$ cat src/rtl/dp_busy_arbiter.sv
module dp_busy_arbiter #(
  parameter int AW = 17
) (
  input  logic          clk,
  input  logic          rst_n,
  input  logic          master,
  input  logic          l_ce,
  input  logic          l_we,
  input  logic [AW-1:0] l_addr,
  input  logic          r_ce,
  input  logic          r_we,
  input  logic [AW-1:0] r_addr,
  input  logic          l_busy_in,
  input  logic          r_busy_in,
  output logic          l_busy,
  output logic          r_busy,
  output logic          l_mem_we,
  output logic          r_mem_we,
  output logic          l_mem_re,
  output logic          r_mem_re
);

  typedef enum logic [1:0] {OWN_NONE, OWN_L, OWN_R} own_t;

  own_t          own_q;
  logic          l_ce_q, r_ce_q, l_hold_q, r_hold_q;
  logic [AW-1:0] l_addr_q, r_addr_q;

  wire match  = l_ce && r_ce && (l_addr == r_addr);
  wire l_held = l_ce_q && (l_addr_q == l_addr);
  wire r_held = r_ce_q && (r_addr_q == r_addr);
  wire keep   = (own_q != OWN_NONE) && l_held && r_held;
  wire win_r  = keep ? (own_q == OWN_R) : (r_held && !l_held);
  wire l_lose = match && win_r;
  wire r_lose = match && !win_r;

  wire loc_l_busy = match ? l_lose : l_hold_q;
  wire loc_r_busy = match ? r_lose : r_hold_q;

  assign l_busy   = master ? loc_l_busy : l_busy_in;
  assign r_busy   = master ? loc_r_busy : r_busy_in;
  assign l_mem_we = l_ce && l_we && !l_busy;
  assign r_mem_we = r_ce && r_we && !r_busy;
  assign l_mem_re = l_ce && !l_we;
  assign r_mem_re = r_ce && !r_we;

  always_ff @(posedge clk) begin
    if (!rst_n) begin
      own_q    <= OWN_NONE;
      l_ce_q   <= 1'b0;
      r_ce_q   <= 1'b0;
      l_addr_q <= '0;
      r_addr_q <= '0;
      l_hold_q <= 1'b0;
      r_hold_q <= 1'b0;
    end else begin
      own_q    <= (master && match) ? (win_r ? OWN_R : OWN_L) : OWN_NONE;
      l_ce_q   <= l_ce;
      r_ce_q   <= r_ce;
      l_addr_q <= l_addr;
      r_addr_q <= r_addr;
      l_hold_q <= master && l_lose;
      r_hold_q <= master && r_lose;
    end
  end

  a_r3_one_busy: assert property (@(posedge clk) disable iff (!rst_n)
    master |-> $onehot0({l_busy, r_busy}));

  a_r2_idle_quiet: assert property (@(posedge clk) disable iff (!rst_n)
    master && $past(master) && !match && !$past(match) |-> !l_busy && !r_busy);

  a_r4_tie_left: assert property (@(posedge clk) disable iff (!rst_n)
    master && match && !$past(l_ce) && !$past(r_ce) |-> r_busy && !l_busy);

  a_r6_grant_kept: assert property (@(posedge clk) disable iff (!rst_n)
    master && $past(master) && match && $past(match) && $stable(l_addr) && $stable(r_addr)
      && $past(r_busy) |-> r_busy);

  a_r7_release_hold: assert property (@(posedge clk) disable iff (!rst_n)
    master && $past(master) && $past(match) && !match && $past(l_busy) |-> l_busy);

  a_r8_single_writer: assert property (@(posedge clk) disable iff (!rst_n)
    master && match |-> !(l_mem_we && r_mem_we));

endmodule

$ cat config.mk
export PLATFORM = sky130hd
export DESIGN_NAME = dp_busy_arbiter
export DESIGN_NICKNAME = d
export VERILOG_FILES = /design/src/rtl/dp_busy_arbiter.sv
export SDC_FILE = /design/constraint.sdc
export NUM_CORES = 1
export LEC_CHECK = 0
export ABC_AREA = 1
export BUFFER_PORTS_ARGS = -buffer_cell sky130_fd_sc_hd__buf_2
export CAP_MARGIN = 25
export CELL_PAD_IN_SITES_DETAIL_PLACEMENT = 0
export CELL_PAD_IN_SITES_GLOBAL_PLACEMENT = 2
export CORE_MARGIN = 5
export CORE_UTILIZATION = 27
export DETAILED_ROUTE_END_ITERATION = 12
export PLACE_DENSITY = 0.89
export REMOVE_ABC_BUFFERS = 1
export SYNTH_ARGS = -nofsm -noshare
export SYNTH_HDL_FRONTEND = slang
export SYNTH_SLANG_ARGS = --single-unit
$ cat constraint.sdc
create_clock -name clk -period 1.46 [get_ports clk]
set_clock_uncertainty 0.15 [all_clocks]
set_input_delay 0.146 -clock clk [delete_from_list [all_inputs] [get_ports clk]]
set_output_delay 0.146 -clock clk [all_outputs]
set_load 0.05 [all_outputs]
==> results.md <==
- Commonest cells post-synth: nand2_1 (146), inv_1 (79), dfxtp_1 (40)
- Seq/Total Area, Yosys: 37.47%
- Initial antenna violation count: 0
- Post-synth design cell area: 2137 sq um
- TritonCTS clock tree: built
- Number of max-cap violations: 0
- Die Span X: 98.97 um
- Util after Layout: 40.14%
- Initial Util: 27.66%
- CTS root buffer: clkbuf_8
- Min-delay src: r_ce
- WS Path Type: reg2out
- Reg2Reg Setup Slack: -0.21 ns
- Final setup margin: -0.6330 ns
- Antenna diodes: 0
- Clock buffer depth: 2
- CP Data Required Time: 1.16 ns
- Combinational power share: 21.5%
- CP max stage delay: 0.33 ns
- Minimum clock period: 2.093 ns
- Clock share of power: 31.2%
- Final setup viols: 8
- Leak: 0.001782 uW
- Final Slew Violations: 0
- Routed WL: 5.706 mm
- Slew headroom: 83.41%
- Worst Hold Path EP: r_ce_q
- Layout cells sized above 1: 27.75%
- Worst-path fanout max: 4
- Synth async-reset ratio: 0%
- RSZ-0062 raised after global routing: true
- Antenna viol nets, final: 0
- Count leader, synth: nand2_1
- First-pass GRT wire length: 9.570 mm
- Iteration count of the initial detailed-routing pass: 4
- Via Count: 2175
- Worst setup EP type: primary output
- Sink Count: 40
- Die ar.: 9794 sq um
- Boundary Pins: 49
- TritonCTS buffer count: 5
- Finished Layout Cells: 556
- Area Overhead vs Synth: 45.14%
- R2R depth: 12
- Status: complete, but fails checks
- Crit-path cells: inv_2, nand2_2, o21ai_2, nor2_1, nand2_1, nor2_2, nand3_2, nand2_4, nand2_4, nand2_2, nand2_2, nor2_2, buf_6
- DRC: 0
- Internal Power: 1773 uW
- Cells after Synth: 357
- Post-synth EDFFs: 0
- Dominant cell type by area after synthesis: dfxtp_1
- PwrDens: 796.5 nW/um^2
- Via count of the first global-routing pass: 2159
- Min-Delay Path Depth: 4
- RR Startpoint: l_addr_q[14]
- Reg-to-Reg End: own_q[0]
- Worst path arrival time: 1.80 ns
- Nets: 496
- Final Hold Fails: 0
- Synth warn: 0
- RD Place Congestion: 0.7743
- Initial DRC count: 66
- CTS clock-pin slew for the worst setup and hold paths: 0.08 ns
- Final Cycle Share: 143.4%
- Hold Path Class: in2reg
- Synth Flop Type: dfxtp_1
- Fin area: 3102 sq um
- Placed Area: 2572 sq um
- Placed Cells: 514
- Distinct cells, synth: 23
- GRT Total Usage: 12.22%
- Switching share of power: 28.25%
- Via-to-Cell Ratio: 3.912
- Flop pwr share: 47.4%
- CP max stage cell: dfxtp_2
- Hold Slack: 0.001790 ns
- Remaining Overflow, GRT: 0
- Crit path launch type: flop
- #FFs+latches synth: 40
- Clock latency at the later pin of the worst-skew pair: 0.30 ns
- Max Clock Freq: 477.8 MHz
- Actual slew at the worst max-slew pin: 0.2505 ns
- Die Height: 98.97 um
- CTS HTree Levels: 2
- Violations in the final reports: setup timing
- Net Sw Power: 698.0 uW
- Dpl hpwl: 4.335 mm
- Synth top area cells: dfxtp_1 (37%), nand2_1 (26%), inv_1 (14%)
- Synth top area share: 37.47%
- Most frequent CP cell: nand2_2
- Core Rows: 32
- Wirelength per Cell: 10.26 um
- Max VDD drop: 363.1 uV
- I/O Buffers: 48
- Syn Area/Cell: 5.986 sq um
- Largest net degree at the start of global routing: 15
- Core area: 7727 sq um
critical path, delay by kind of cell, from the launching register on:
| family | cells | cell delay [ns] |
|---|---|---|
| AO/OA/AOI/OAI | 1 | 0.05 |
| buffers and inverters | 2 | 0.19 |
| flip-flops | 1 | 0.33 |
| AND/OR/NAND/NOR | 10 | 0.91 |
sequential cells by signal (all words and copies together), names as in the netlist:
name / cells
r_ce_q: 1
l_ce_q: 1
l_hold_q: 1
r_addr_q: 17
r_hold_q: 1
own_q: 2
l_addr_q: 17
cells in the final DEF, fill, tap and decap left out, drive strengths merged:
cell type,n
nand2,149
inv,94
buf,61
dfxtp,40
dlygate4sd3,32
nor2,31
xnor2,13
o21ai,9
clkbuf,8
nand3,4
a21oi,4
nor3,3
nor4,2
o211ai,1
o22ai,1
a21boi,1
clkinv,1
metrics by stage:
step	setup WS, ns	power (uW)	TNS (ns)
4_1_cts	-0.5784	2484	-2.677
2_1_floorplan	-0.5453	1436	-1.377
3_3_place_gp	-0.3520	1627	-1.637
5_1_grt	-0.7651	2626	-4.185
3_5_place_dp	-0.3647	1631	-1.683
6_report	-0.6330	2471	-3.100
power groups by stage:
stage                     combinational [uW]  clock (uW)  sequential (uW)
after floorplan                          250           0             1190
after global placement                   438           0             1190
after detailed placement                 440           0             1190
after CTS                                524         793             1170
after global routing                     604         846             1180
final                                    531         770             1170
layout make-up:
cell class / instances / area [sq um]
clock buffers: 8 / 90.09
fillers: 873 / 4626
inverters: 95 / 357.8
multi-input cells: 218 / 1033
flip-flops and latches: 40 / 809.5
well taps: 102 / 127.6
repair buffers: 93 / 683.2
layer usage:
metal / wire length (um) / track usage, % / up-vias
li1: - / - / 1206
met1: 2663 / 15.29 / 937
met2: 2762 / 20.87 / 27
met3: 216 / 3.326 / 5
met4: 63 / 2.836 / 0
met5: 0 / 0 / -
how the worst max path moves through the flow:
stage / start / slack [ns] / cells past startpoint / endpoint
2_1_floorplan: l_addr_q[2] / -0.55 / 10 / r_busy
3_3_place_gp: r_addr[13] / -0.35 / 12 / r_mem_we
3_5_place_dp: r_addr_q[5] / -0.36 / 13 / r_mem_we
4_1_cts: r_addr_q[5] / -0.58 / 13 / r_mem_we
5_1_grt: l_addr_q[8] / -0.77 / 13 / l_mem_we
6_report: l_addr_q[14] / -0.63 / 13 / l_mem_we
cells by family (layout without fill, tap and decap cells):
logic type             count (synthesis)  count (layout)  synth area share (%)
flip-flops                            40              40                 37.47
AO/OA/AOI/OAI                         16              16                 4.392
AND/OR/NAND/NOR                      189             189                 35.36
XOR/XNOR                              13              13                 5.328
buffers and inverters                 99             196                 17.45
what timing repair did:
action / in CTS / in global routing
gates resized for setup: 20 / 24
hold buffers: 32 / 0
setup buffers: 1 / 1
hold endpoints to repair: 32 / 0
pin swaps: 3 / 15
setup endpoints to repair: 8 / 8
cloned: 0 / 0
Note: power is estimated with default switching activity, not from simulation.
